## src/rtl/vdec_pkg.sv

```systemverilog
package vdec_pkg;

  typedef enum logic [1:0] {
    FR_IDLE    = 2'd0,
    FR_COLLECT = 2'd1,
    FR_DISCARD = 2'd2
  } fr_state_e;

  typedef struct packed {
    logic       hit;
    logic [7:0] ch;
  } lookup_t;

  // Codeword value: first received bit is the most significant one bit.
  function automatic lookup_t vc_lookup(input logic [15:0] code);
    lookup_t r;
    r.hit = 1'b1;
    r.ch  = 8'h00;
    case (code)
      16'b1:          r.ch = 8'h20;
      16'b11101:      r.ch = 8'h0A;
      16'b11111:      r.ch = 8'h0D;
      16'b11:         r.ch = "e";
      16'b101:        r.ch = "t";
      16'b111:        r.ch = "o";
      16'b1011:       r.ch = "a";
      16'b1101:       r.ch = "i";
      16'b1111:       r.ch = "n";
      16'b10101:      r.ch = "r";
      16'b10111:      r.ch = "s";
      16'b11011:      r.ch = "l";
      16'b101011:     r.ch = "h";
      16'b101101:     r.ch = "d";
      16'b101111:     r.ch = "c";
      16'b110111:     r.ch = "u";
      16'b111011:     r.ch = "m";
      16'b111101:     r.ch = "f";
      16'b111111:     r.ch = "p";
      16'b1011011:    r.ch = "g";
      16'b1011101:    r.ch = "y";
      16'b1011111:    r.ch = "b";
      16'b1101011:    r.ch = "w";
      16'b1111011:    r.ch = "v";
      16'b10111111:   r.ch = "k";
      16'b11011111:   r.ch = "x";
      16'b111101011:  r.ch = "j";
      16'b110111111:  r.ch = "q";
      16'b111010101:  r.ch = "z";
      16'b10110111:   r.ch = "0";
      16'b10111101:   r.ch = "1";
      16'b11101101:   r.ch = "2";
      16'b11111111:   r.ch = "3";
      16'b101110111:  r.ch = "4";
      16'b101011011:  r.ch = "5";
      16'b101101011:  r.ch = "6";
      16'b110101101:  r.ch = "7";
      16'b110101011:  r.ch = "8";
      16'b110110111:  r.ch = "9";
      default:        r.hit = 1'b0;
    endcase
    return r;
  endfunction

endpackage

```

## src/rtl/vdec_framer.sv

```systemverilog
module vdec_framer
  import vdec_pkg::*;
#(
  parameter int CODE_MAX = 12,
  localparam int CNT_W   = $clog2(CODE_MAX + 2)
) (
  input  logic                clk,
  input  logic                rst,
  input  logic                bit_valid,
  input  logic                bit_in,
  output logic                gap_evt,
  output logic                ovf_evt,
  output logic [CODE_MAX-1:0] code_word
);

  fr_state_e           state_q;
  logic [CODE_MAX-1:0] sr_q;
  logic [CNT_W-1:0]    len_q;
  logic                pend_q;   // one zero seen, not yet known to be a gap

  logic [CNT_W:0]      len_next;
  logic                fits;

  // Length after appending a one, counting a pending zero.
  function automatic logic [CNT_W:0] grow_len(input logic [CNT_W-1:0] len,
                                              input logic pend);
    return {1'b0, len} + (pend ? (CNT_W+1)'(2) : (CNT_W+1)'(1));
  endfunction

  // Append a one, preceded by the pending zero if there is one.
  function automatic logic [CODE_MAX-1:0] push_one(input logic [CODE_MAX-1:0] sr,
                                                   input logic pend);
    return pend ? {sr[CODE_MAX-3:0], 2'b01} : {sr[CODE_MAX-2:0], 1'b1};
  endfunction

  assign len_next  = grow_len(len_q, pend_q);
  assign fits      = (len_next <= (CNT_W+1)'(CODE_MAX));
  assign gap_evt   = bit_valid && !bit_in && pend_q && (state_q == FR_COLLECT);
  assign ovf_evt   = bit_valid && bit_in && !fits && (state_q == FR_COLLECT);
  assign code_word = sr_q;

  always_ff @(posedge clk) begin
    if (rst) begin
      state_q <= FR_IDLE;
      sr_q    <= '0;
      len_q   <= '0;
      pend_q  <= 1'b0;
    end else if (bit_valid) begin
      case (state_q)
        FR_IDLE: begin
          if (bit_in) begin
            state_q <= FR_COLLECT;
            sr_q    <= CODE_MAX'(1);
            len_q   <= CNT_W'(1);
            pend_q  <= 1'b0;
          end
        end
        FR_COLLECT: begin
          if (!bit_in) begin
            if (pend_q) begin
              state_q <= FR_IDLE;
              sr_q    <= '0;
              len_q   <= '0;
              pend_q  <= 1'b0;
            end else begin
              pend_q <= 1'b1;
            end
          end else if (fits) begin
            sr_q   <= push_one(sr_q, pend_q);
            len_q  <= len_next[CNT_W-1:0];
            pend_q <= 1'b0;
          end else begin
            state_q <= FR_DISCARD;
            sr_q    <= '0;
            len_q   <= '0;
            pend_q  <= 1'b0;
          end
        end
        FR_DISCARD: begin
          if (!bit_in) begin
            if (pend_q) begin
              state_q <= FR_IDLE;
              pend_q  <= 1'b0;
            end else begin
              pend_q <= 1'b1;
            end
          end else begin
            pend_q <= 1'b0;
          end
        end
        default: state_q <= FR_IDLE;
      endcase
    end
  end

  // collected length never exceeds the register
  a_r7_len_bound: assert property (@(posedge clk) disable iff (rst)
    len_q <= CNT_W'(CODE_MAX));

  // a zero while idle leaves the framer idle and empty
  a_r2_idle_zero: assert property (@(posedge clk) disable iff (rst)
    (state_q == FR_IDLE && bit_valid && !bit_in) |=> (state_q == FR_IDLE && len_q == '0));

  // without a strobe nothing moves
  a_r5_hold_no_strobe: assert property (@(posedge clk) disable iff (rst)
    !bit_valid |=> ($stable(sr_q) && $stable(state_q) && $stable(pend_q) && $stable(len_q)));

  // a lone zero keeps the codeword open
  a_r4_single_zero: assert property (@(posedge clk) disable iff (rst)
    (state_q == FR_COLLECT && bit_valid && !bit_in && !pend_q) |=> (state_q == FR_COLLECT && pend_q));

endmodule

```

## src/rtl/vdec_emit.sv

```systemverilog
module vdec_emit
  import vdec_pkg::*;
#(
  parameter int CODE_MAX = 12
) (
  input  logic                clk,
  input  logic                rst,
  input  logic                gap_evt,
  input  logic                ovf_evt,
  input  logic [CODE_MAX-1:0] code_word,
  output logic                char_valid,
  output logic [7:0]          char_out,
  output logic                unknown_code,
  output logic                overflow_err
);

  logic [15:0] code16;
  lookup_t     look_w;

  generate
    if (CODE_MAX < 16) begin : g_pad
      assign code16 = {{(16-CODE_MAX){1'b0}}, code_word};
    end else begin : g_trim
      assign code16 = code_word[15:0];
    end
  endgenerate

  assign look_w = vc_lookup(code16);

  always_ff @(posedge clk) begin
    if (rst) begin
      char_valid   <= 1'b0;
      char_out     <= 8'h00;
      unknown_code <= 1'b0;
      overflow_err <= 1'b0;
    end else begin
      char_valid   <= gap_evt && look_w.hit;
      unknown_code <= gap_evt && !look_w.hit;
      overflow_err <= ovf_evt;
      if (gap_evt && look_w.hit) char_out <= look_w.ch;
    end
  end

  // at most one kind of result per cycle
  a_r6_one_kind: assert property (@(posedge clk) disable iff (rst)
    $onehot0({char_valid, unknown_code, overflow_err}));

  // every gap yields a character or an unknown flag on the next edge
  a_r3_gap_answer: assert property (@(posedge clk) disable iff (rst)
    gap_evt |=> (char_valid ^ unknown_code));

  // a character pulse lasts a single cycle
  a_r3_single_pulse: assert property (@(posedge clk) disable iff (rst)
    char_valid |=> !char_valid);

  // overflow flags and never emits a character
  a_r7_ovf_flag: assert property (@(posedge clk) disable iff (rst)
    ovf_evt |=> (overflow_err && !char_valid));

endmodule

```

## src/rtl/vdec_top.sv

```systemverilog
module vdec_top #(
  parameter int CODE_MAX = 12
) (
  input  logic       clk,
  input  logic       rst,
  input  logic       bit_valid,
  input  logic       bit_in,
  output logic       char_valid,
  output logic [7:0] char_out,
  output logic       unknown_code,
  output logic       overflow_err
);

  logic                gap_evt;
  logic                ovf_evt;
  logic [CODE_MAX-1:0] code_word;

  vdec_framer #(.CODE_MAX(CODE_MAX)) framer_i (
    .clk       (clk),
    .rst       (rst),
    .bit_valid (bit_valid),
    .bit_in    (bit_in),
    .gap_evt   (gap_evt),
    .ovf_evt   (ovf_evt),
    .code_word (code_word)
  );

  vdec_emit #(.CODE_MAX(CODE_MAX)) emit_i (
    .clk          (clk),
    .rst          (rst),
    .gap_evt      (gap_evt),
    .ovf_evt      (ovf_evt),
    .code_word    (code_word),
    .char_valid   (char_valid),
    .char_out     (char_out),
    .unknown_code (unknown_code),
    .overflow_err (overflow_err)
  );

  // nothing is reported in the cycle after reset
  a_r1_quiet_after_reset: assert property (@(posedge clk)
    $fell(rst) |-> (!char_valid && !unknown_code && !overflow_err && char_out == 8'h00));

endmodule

```

## config.mk

```make
export PLATFORM = sky130hd
export DESIGN_NAME = vdec_top
export DESIGN_NICKNAME = d
export VERILOG_FILES = /design/src/rtl/vdec_pkg.sv /design/src/rtl/vdec_framer.sv /design/src/rtl/vdec_emit.sv /design/src/rtl/vdec_top.sv
export SDC_FILE = /design/constraint.sdc
export NUM_CORES = 1
export LEC_CHECK = 0
export BUFFER_PORTS_ARGS = -buffer_cell sky130_fd_sc_hd__buf_2
export CAP_MARGIN = 5
export CORE_UTILIZATION = 40
export CTS_BUF_LIST = sky130_fd_sc_hd__clkbuf_2
export DETAILED_ROUTE_END_ITERATION = 8
export GPL_TIMING_DRIVEN = 1
export PLACE_DENSITY = 0.68
export SLEW_MARGIN = 5
export SYNTH_ARGS = -nofsm -noshare
export SYNTH_HDL_FRONTEND = slang
export SYNTH_HIERARCHICAL = 1
export SYNTH_SLANG_ARGS = --single-unit
```

## constraint.sdc

```tcl
create_clock -name clk -period 4.6 [get_ports clk]
set_input_delay 0.92 -clock clk [delete_from_list [all_inputs] [get_ports clk]]
set_output_delay 0.92 -clock clk [all_outputs]
set_load 0.1 [all_outputs]
```

==> parameters.txt, run 1 <==
Parameter                              Value

Global routing
  Aggregate global routing overflow    0
  Global-route wire length before repair    around 12000 um
  GRT Overall Usage    between 10% and 20%
  Number of global-route vias before repair    2432
  Pin count of the biggest net entering global routing    29
  Antenna violations before repair    0

Drt
  Via-to-Cell Ratio    approximately 6.4
  Vias    2587
  Post-detailed-route wirelength per cell    roughly 17 um
  Wirelength, routed    approximately 7000 um
  Final routed DRC violation total    1
  Number of nets still failing antenna checks after routing    0
  Number of DRC violations after detailed-routing iteration 0    roughly 170
  Iteration count of the initial detailed-routing pass    9

Logic synthesis
  Number of synthesized register bits    29
  Most frequent cell after synthesis    nand2_1
  Mapped Avg Cell Area    a little over 8 sq um
  Register area share after synthesis    between 20% and 30%
  Cell area after synthesis    around 2700 sq um
  Yosys warning total    6
  Distinct cell type count after synthesis    between 70 and 80
  Area share of the leading cell type in the synthesized netlist    21.2%
  Synth top cells by count    37 x nand2_1, 29 x dfxtp_1, 18 x nor2_1
  Async set or reset register ratio after synthesis    0%
  Cell type contributing the most total cell area after synthesis    dfxtp_1
  Cell types occupying the most area after synthesis    dfxtp_1 21%, nand2_1 5.1%, o211ai_2 4.6%
  Synthesized netlist net count    ~340
  Top FF cell, synth    dfxtp_1
  Number of flops mapped to enable cells by yosys    0
  Gate count after technology mapping    approximately 330

Clock network
  H-tree levels    2
  Clock net sink count    29
  TritonCTS clock tree    done
  Clk root buf    clkbuf_2
  Clock-pin slew of the registers on the worst-case setup and hold paths    0.14 ns
  CTS-repair resized insts    0
  Clock latency at the later pin of the worst-skew pair    approximately 0.35 ns
  Num CTS Buffers    5
  Number of buffers inserted for hold repair after clock tree synthesis    0
  Worst-case clock buffer depth    2
  Post-CTS setup repair buffer count    0

Die
  Y dimension of the die    ~85 um
  Rows    29
  Top Ports    15
  Core area    6490 sq um
  Starting density of the core    ~42%
  Die ar.    7180 sq um
  Die width    84.7 um

STA
  Final setup viols    0
  Setup repair after global routing missed its margin    false
  Worst clock skew on the final layout    0.0153 ns
  Final sum of negative setup slack    0 ns
  Headroom to the max-slew limit    roughly two fifths
  Min Clock Period, post-route    3.22 ns
  Max-slew violation count    0
  Maximum clock frequency    between 0.3 and 0.4 GHz
  Final period utilization    between 70% and 80%
  Actual slew at the worst max-slew pin    ~0.9 ns
  Final WS setup    between 1 and 1.5 ns
  Count of endpoints failing hold in the final timing report    0

Critical path
  Arrival @ worst endpoint    about 3.5 ns
  Endpoint required time on the critical path    ~4.8 ns
  Category of the critical setup timing path    reg2reg
  Worst Setup Start Kind    register
  Critical Path Fanout Max    18
  Crit. End Element    register

Run
  Number of max-cap violations    0

Cells and area
  Final antenna diode count    0
  Number of filler instances in the final layout    661
  Share of cells above drive strength 1    22.1%
  Synthesis-to-finish area growth    2.24%
  Final instance area    about 2800 sq um
  Nets    between 300 and 400

Placed design
  Setup Slack @ Placement    about 1.4 ns
  Post-DP Area    2770 sq um
  Hpwl dp    ~4800 um
  Input/output buffers    13
  Placer's final routability congestion estimate    approximately 0.9

Power
  Leakage power total    0.00107 uW
  Sequential fraction of design power    around three fifths
  Combinational share of power    13.9%
  Largest voltage drop on the vdd net    approximately 0.13 mV
  Internal Power    310 uW
  Cell Pwr Density    approximately 160 nW/um^2
  Clock network fraction of total power    between 20% and 30%
  Switching Fraction    a little under a third
  Switching pwr    around 130 uW

Status
  Result of the run    finished with violations
  Failing checks    DRC

Hold path
  Type of the tightest min-delay check    reg2reg
power groups by stage:
stage          Combinational [uW]  Sequential (uW)  Clock (uW)
5_1_grt                      67.8              264         134
6_report                     61.8              263         119
3_5_place_dp                 61.3              269           0
2_1_floorplan                52.9              264           0
3_3_place_gp                 59.6              268           0
4_1_cts                      61.8              263         127
layer usage:
metal / global-route usage [%] / wire [um]
met1: 25.6 / 3120
met2: 33.1 / 3270
met3: 3.44 / 378
met4: 5.86 / 102
met5: 0 / 0
critical path: stages, from the launching register on:
cell and delay, ns:
dfxtp_1 0.81, inv_1 0.18, ha_1 0.27, fa_1 0.51, or3_4 0.42, a31oi_4 0.50
nor2_1 0.13, and2_1 0.16, nor2b_1 0.12
registers in the layout, summed over array words and instances (netlist names):
name                 cells
framer_i/state_q         2
framer_i/pend_q          1
framer_i/len_q           4
emit_i/overflow_err      1
framer_i/code_word      12
emit_i/unknown_code      1
emit_i/char_valid        1
emit_i/char_out          7
cells by family after synthesis:
family / count (synthesis) / synth area share (%)
compound gates: 99 / 30.6
xor+xnor: 2 / 0.640
fa+ha+maj: 7 / 3.47
buf+inv: 40 / 7.35
flops: 29 / 21.2
mux: 15 / 5.98
other cells: 1 / 0.137
simple gates: 138 / 30.6
cells in the final DEF (no fill, tap or decap), types with 4 or more instances in the layout:
cell type,instances
dfxtp_1,29
o211a_1,5
clkbuf_2,6
a21oi_1,13
o211ai_2,10
mux2_2,11
nor2b_1,4
buf_2,13
o211ai_1,5
a21oi_2,11
nor4_1,5
o22ai_1,6
ha_1,6
o21ai_0,10
nor3_1,9
nor2_1,18
nand2_1,37
inv_1,12
a211oi_1,4
nand4_1,4
mux2i_1,4
nor4_2,4
nand2b_1,10
nand3_1,8
stage by stage:
step | instances | power [uW] | util (%) | hold slack [ns]
finish | 403 | 444 | 43.1 | 0.462
global route | 403 | 466 | 43.1 | 0.491
CTS | 403 | 452 | 43.1 | 0.465
detailed placement | 396 | 330 | 42.6 | 0.441
global placement | 396 | 328 | 42.6 | 0.442
floorplan | 331 | 317 | - | 0.457
cell type report:
cell class	instances	area (sq um)	area share, %
flip-flops and latches	29	581	20.7
clock buffers	6	30.0	1.07
multi-input cells	262	1960	69.9
clock inverters	1	3.75	0.134
inverters	12	45.0	1.61
well taps	77	96.3	3.44
repair buffers	16	87.6	3.13
worst paths after layout:
path,to,depth (start not counted),slack [ns],startpoint
worst min-delay path,emit_i/char_out[0],2,0.46,emit_i/char_out[0]
worst min register to register,emit_i/char_out[0],2,0.46,emit_i/char_out[0]
worst max-delay path,emit_i/overflow_err,8,1.38,framer_i/pend_q
worst max register to register,emit_i/overflow_err,8,1.38,framer_i/pend_q
Power figures use the tool's default switching activity.
==> inputs of run 2 (changes only) <==
--- a/config.mk
+++ b/config.mk
@@ -11,7 +11,7 @@
 export CTS_BUF_LIST = sky130_fd_sc_hd__clkbuf_2
 export DETAILED_ROUTE_END_ITERATION = 8
 export GPL_TIMING_DRIVEN = 1
-export PLACE_DENSITY = 0.68
+export PLACE_DENSITY = 0.7
 export SLEW_MARGIN = 5
 export SYNTH_ARGS = -nofsm -noshare
 export SYNTH_HDL_FRONTEND = slang
==> constraint.sdc (replaced) <==
create_clock -name clk -period 2.71 [get_ports clk]
set_input_delay 0.542 -clock clk [delete_from_list [all_inputs] [get_ports clk]]
set_output_delay 0.542 -clock clk [all_outputs]
set_load 0.1 [all_outputs]
==> parameters.txt, run 2 (same netlist as run 1, synthesis figures left out) <==
Parameter                              Value

Status
  Result of the run    finished with violations (unchanged)
  Failing checks    DRC (unchanged)

Clock network
  Post-CTS setup repair buffer count    0 (unchanged)
  Clk root buf    clkbuf_2 (unchanged)
  Clock-pin slew of the registers on the worst-case setup and hold paths    0.16 ns (was 0.14 ns)
  TritonCTS clock tree    done (unchanged)
  Clock latency at the later pin of the worst-skew pair    0.37 ns (was 0.35 ns)
  Num CTS Buffers    5 (unchanged)
  Worst-case clock buffer depth    2 (unchanged)
  H-tree levels    2 (unchanged)
  Clock net sink count    29 (unchanged)

STA
  Worst clock skew on the final layout    0.0329 ns (was 0.0153 ns)
  Count of endpoints failing hold in the final timing report    0 (unchanged)
  Headroom to the max-slew limit    52.3% (was 41.0%)
  Actual slew at the worst max-slew pin    0.715 ns (was 0.885 ns)
  Min Clock Period, post-route    2.61 ns (was 3.22 ns)
  Max-slew violation count    0 (unchanged)
  Maximum clock frequency    0.384 GHz (was 0.310 GHz)
  Final sum of negative setup slack    0 ns (unchanged)
  Final period utilization    96.1% (was 70.1%)
  Setup repair after global routing missed its margin    false (unchanged)
  Final setup viols    0 (unchanged)
  Minimum hold slack    0.453 ns (was 0.462 ns)

Power
  Cell Pwr Density    294 nW/um^2 (was 159 nW/um^2)
  Clock network fraction of total power    35.7% (was 26.8%)
  Internal Power    629 uW (was 310 uW)
  Sequential fraction of design power    51.1% (was 59.3%)
  Switching Fraction    27.6% (was 30.2%)
  Largest voltage drop on the vdd net    0.321 mV (was 0.131 mV)
  Switching pwr    240 uW (was 134 uW)
  Leakage power total    0.00117 uW (was 0.00107 uW)
  Combinational share of power    13.2% (was 13.9%)

Cells and area
  Nets    353 (was 337)
  Share of cells above drive strength 1    27.1% (was 22.1%)
  Final antenna diode count    0 (unchanged)
  Leading cell type in the layout, fill and taps excluded    nand2_1 (unchanged)
  Synthesis-to-finish area growth    7.99% (was 2.24%)
  Most used cells in the layout excluding fill and tap cells    37 x nand2_1, 26 x dfxtp_1, 19 x buf_4 (was 37 x nand2_1, 29 x dfxtp_1, 18 x nor2_1)
  Largest register FFs    12 (unchanged)
  Number of filler instances in the final layout    617 (was 661)

Die
  Core area    6490 sq um (unchanged)
  Die ar.    7180 sq um (unchanged)
  Rows    29 (unchanged)
  Top Ports    15 (unchanged)
  Y dimension of the die    84.7 um (unchanged)
  Starting density of the core    42.2% (unchanged)
  Die width    84.7 um (unchanged)

Drt
  Number of nets still failing antenna checks after routing    0 (unchanged)
  Iteration count of the initial detailed-routing pass    9 (unchanged)
  Number of DRC violations after detailed-routing iteration 0    225 (was 174)
  Wirelength, routed    7210 um (was 6870 um)
  Via-to-Cell Ratio    6.44 (was 6.42)
  Vias    2706 (was 2587)
  Post-detailed-route wirelength per cell    17.2 um (was 17.1 um)
  Final routed DRC violation total    1 (unchanged)

Critical path
  Critical Path Fanout Max    7 (was 18)
  Category of the critical setup timing path    reg2reg (unchanged)
  Worst Setup Start Kind    register (unchanged)
  R2R setup slack    0.10 ns (was 1.38 ns)
  Arrival @ worst endpoint    2.82 ns (was 3.46 ns)
  Endpoint required time on the critical path    2.92 ns (was 4.83 ns)
  Crit. End Element    register (unchanged)

Placed design
  Input/output buffers    13 (unchanged)
  Hpwl dp    5300 um (was 4820 um)
  Placer's final routability congestion estimate    0.934 (was 0.911)

Global routing
  Number of global-route vias before repair    2528 (was 2432)
  Pin count of the biggest net entering global routing    22 (was 29)
  Antenna violations before repair    0 (unchanged)
  Global-route wire length before repair    12000 um (was 11600 um)
  Aggregate global routing overflow    0 (unchanged)
  GRT Overall Usage    20.6% (was 19.6%)

Run
  Number of max-cap violations    0 (unchanged)

Hold path
  Type of the tightest min-delay check    in2reg (was reg2reg)
==> run 2: critical path, stage by stage, from the launching register on <==
cell and delay [ns]:
dfxtp_1 0.41, or4b_4 0.62, nor4_2 0.59, a2111oi_4 0.10, nand3_2 0.13, nor4_2 0.08
a211oi_1 0.38, a221oi_1 0.14
==> run 2: power by group through the flow <==
stage          clock (uW)  combinational, uW  sequential [uW]
2_1_floorplan           0               89.9              448
3_3_place_gp            0                109              453
3_5_place_dp            0                112              453
4_1_cts               323                113              444
5_1_grt               342                124              446
6_report              310                115              444
==> run 2: final cells by class <==
type,instances,area [sq um],area share [%]
multi-input combinational,262,1960,66.3
clock inverter,2,33.8,1.14
sequential,29,584,19.8
clock buffer,6,30.0,1.02
timing repair buffer,32,208,7.02
tap,77,96.3,3.26
inverter,12,45.0,1.52
==> run 2: path summary, 6_finish.rpt <==
kind / start / cells after the start / end
max: framer_i/code_word[9] / 7 / emit_i/char_out[2]
min reg2reg: emit_i/char_out[1] / 2 / emit_i/char_out[1]
min: rst / 2 / emit_i/char_valid
max reg2reg: framer_i/code_word[9] / 7 / emit_i/char_out[2]
==> run 2: repair_timing <==
item	4_1_cts	5_1_grt
endpoints found under the setup margin	0	4
resized for setup	0	4
hold buffers	0	0
==> run 2: layer usage <==
metal	wire (um)	part of all wire (%)	global-route usage, %
met3	421	5.8	3.74
met4	208	2.9	7.86
met2	3390	47	34.5
met1	3190	44	26.4
met5	0	0	0
==> run 2: per-stage QoR <==
stage | instance area (sq um) | total power [uW] | cells | utilization, % | setup slack (ns)
after floorplan | 2740 | 538 | 331 | - | 0.0745
after global placement | 2890 | 563 | 412 | 44.4 | 0.133
after detailed placement | 2890 | 565 | 412 | 44.4 | 0.167
after CTS | 2950 | 880 | 420 | 45.4 | 0.113
after global routing | 2960 | 912 | 420 | 45.5 | 0.000762
final | 2960 | 869 | 420 | 45.5 | 0.105
==> inputs of run 3 (changes only) <==
--- a/config.mk
+++ b/config.mk
@@ -5,13 +5,13 @@
 export SDC_FILE = /design/constraint.sdc
 export NUM_CORES = 1
 export LEC_CHECK = 0
-export BUFFER_PORTS_ARGS = -buffer_cell sky130_fd_sc_hd__buf_2
+export BUFFER_PORTS_ARGS = -buffer_cell sky130_fd_sc_hd__clkbuf_2
 export CAP_MARGIN = 5
-export CORE_UTILIZATION = 40
+export CORE_UTILIZATION = 58
 export CTS_BUF_LIST = sky130_fd_sc_hd__clkbuf_2
 export DETAILED_ROUTE_END_ITERATION = 8
 export GPL_TIMING_DRIVEN = 1
-export PLACE_DENSITY = 0.7
+export PLACE_DENSITY = 0.91
 export SLEW_MARGIN = 5
 export SYNTH_ARGS = -nofsm -noshare
 export SYNTH_HDL_FRONTEND = slang
==> parameters.txt, run 3 (same netlist as run 1, synthesis figures left out) <==
Parameter                              Value

Status
  Result of the run    finished with violations (unchanged)
  Failing checks    DRC (unchanged)

Cells and area
  Number of filler instances in the final layout    377 (was 617)
  Nets    356 (was 353)
  Share of cells above drive strength 1    26.9% (was 27.1%)
  Final antenna diode count    0 (unchanged)
  Final instance area    2920 sq um (was 2960 sq um)
  Leading cell type in the layout, fill and taps excluded    nand2_1 (unchanged)
  Most used cells in the layout excluding fill and tap cells    37 x nand2_1, 27 x dfxtp_1, 22 x buf_4 (was 37 x nand2_1, 26 x dfxtp_1, 19 x buf_4)
  Synthesis-to-finish area growth    6.53% (was 7.99%)
  Largest register FFs    12 (unchanged)

Hold path
  Hold wc startpoint    emit_i/char_out[1] (was rst)
  Type of the tightest min-delay check    reg2reg (was in2reg)

Global routing
  Aggregate global routing overflow    0 (unchanged)
  GRT Overall Usage    30.1% (was 20.6%)
  Pin count of the biggest net entering global routing    29 (was 22)
  Number of global-route vias before repair    2563 (was 2528)
  Antenna violations before repair    0 (unchanged)
  Global-route wire length before repair    12100 um (was 12000 um)

Placed design
  Hpwl dp    5400 um (was 5300 um)
  Setup Slack @ Placement    0.177 ns (was 0.167 ns)
  Post-DP Area    2880 sq um (was 2890 sq um)
  Input/output buffers    13 (unchanged)
  Placer's final routability congestion estimate    0.976 (was 0.934)

Die
  Die width    70.7 um (was 84.7 um)
  Rows    24 (was 29)
  Starting density of the core    61.6% (was 42.2%)
  Top Ports    15 (unchanged)
  Y dimension of the die    70.7 um (was 84.7 um)
  Die ar.    5000 sq um (was 7180 sq um)
  Core area    4440 sq um (was 6490 sq um)

Clock network
  Clock net sink count    29 (unchanged)
  Clock-pin slew of the registers on the worst-case setup and hold paths    0.14 ns (was 0.16 ns)
  TritonCTS clock tree    done (unchanged)
  Clock latency at the later pin of the worst-skew pair    0.36 ns (was 0.37 ns)
  Clk root buf    clkbuf_2 (unchanged)
  Worst-case clock buffer depth    2 (unchanged)
  H-tree levels    2 (unchanged)
  Post-CTS setup repair buffer count    0 (unchanged)
  Num CTS Buffers    5 (unchanged)

Drt
  Number of nets still failing antenna checks after routing    0 (unchanged)
  Via-to-Cell Ratio    6.78 (was 6.44)
  Number of DRC violations after detailed-routing iteration 0    411 (was 225)
  Vias    2699 (was 2706)
  Final routed DRC violation total    4 (was 1)
  Iteration count of the initial detailed-routing pass    7 (was 9)
  Post-detailed-route wirelength per cell    18.3 um (was 17.2 um)
  Wirelength, routed    7280 um (was 7210 um)

Critical path
  Startpoint of the most critical setup path    framer_i/code_word[3] (was framer_i/code_word[9])
  Arrival @ worst endpoint    2.85 ns (was 2.82 ns)
  CP max stage cell    dfxtp_1 (was or4b_4)
  Category of the critical setup timing path    reg2reg (unchanged)
  Endpoint required time on the critical path    3.01 ns (was 2.92 ns)
  Series of cell instances along the critical path    buf_4 > nand4_1 > nor4_2 > a2111oi_4 > nand3_2 > nor4_2 > a21oi_1 > mux2i_1 (was or4b_4 > nor4_2 > a2111oi_4 > nand3_2 > nor4_2 > a211oi_1 > a221oi_1)
  Launching point of the worst reg2reg path    framer_i/code_word[3] (was framer_i/code_word[9])
  Most common cell type on the critical path    nor4_2 (unchanged)
  Crit. End Element    register (unchanged)
  Worst Setup Start Kind    register (unchanged)
  Longest individual stage delay on the worst path    0.67 ns (was 0.62 ns)
  Critical Path Fanout Max    13 (was 7)

STA
  Worst clock skew on the final layout    0.00764 ns (was 0.0329 ns)
  Count of endpoints failing hold in the final timing report    0 (unchanged)
  Actual slew at the worst max-slew pin    0.731 ns (was 0.715 ns)
  Setup repair after global routing missed its margin    false (unchanged)
  Final period utilization    94.2% (was 96.1%)
  Min Clock Period, post-route    2.55 ns (was 2.61 ns)
  Maximum clock frequency    0.392 GHz (was 0.384 GHz)
  Max-slew violation count    0 (unchanged)
  Final WS setup    0.158 ns (was 0.105 ns)
  Final setup viols    0 (unchanged)
  Final sum of negative setup slack    0 ns (unchanged)
  Headroom to the max-slew limit    51.3% (was 52.3%)

Power
  Largest voltage drop on the vdd net    0.307 mV (was 0.321 mV)
  Cell Pwr Density    263 nW/um^2 (was 294 nW/um^2)
  Leakage power total    0.00116 uW (was 0.00117 uW)

Run
  Number of max-cap violations    0 (unchanged)
-- run 3: metrics by stage --
stage	std cells	hold slack (ns)	utilization, %	power (uW)
final	398	0.476	65.7	767
after global placement	390	0.448	64.8	557
after CTS	398	0.478	65.6	775
after detailed placement	390	0.457	64.8	563
after global routing	398	0.492	65.7	803
after floorplan	331	0.457	-	538
-- run 3: area by class of cell --
class	count	area [sq um]	share of cell area, %
clock buffers	5	25.0	0.858
clock inverters	3	12.5	0.429
inverters	12	45.0	1.54
multi-input cells	262	1960	67.1
flip-flops and latches	29	583	20.0
well taps	52	65.1	2.23
repair buffers	35	230	7.89
-- run 3: metal layers --
metal | global-route usage, % | vias to the layer above | wire (um)
met2 | 51.1 | 125 | 3540
li1 | - | 1279 | -
met1 | 37.7 | 1276 | 3060
met3 | 4.56 | 19 | 505
met4 | 13.3 | 0 | 169
met5 | 0 | - | 0
-- run 3: timing repair --
action / in CTS / in global routing
hold buffers: 0 / 0
setup endpoints to repair: 0 / 6
resized for setup: 0 / 2
-- run 3: worst paths after layout --
| kind | to | slack [ns] | cells past startpoint |
|---|---|---|---|
| worst min register to register | emit_i/char_out[1] | 0.48 | 2 |
| worst max register to register | emit_i/char_out[1] | 0.16 | 8 |
| worst min-delay path | emit_i/char_out[1] | 0.48 | 2 |
| worst max-delay path | emit_i/char_out[1] | 0.16 | 8 |
-- run 3: power breakdown --
group | switching, uW | internal, uW | leakage [uW]
registers | 9.01 | 432 | 0.000235
clock network | 154 | 56.3 | 0.0000278
logic | 77.7 | 37.8 | 0.000901
-- run 3: worst max-delay path: cells and delay by family, from the launching register on --
family | cells | cell delay (ns)
and+or+nand+nor | 4 | 0.95
DFF | 1 | 0.67
AOI/OAI and AO/OA | 2 | 0.40
buffers and inverters | 1 | 0.26
muxes | 1 | 0.22
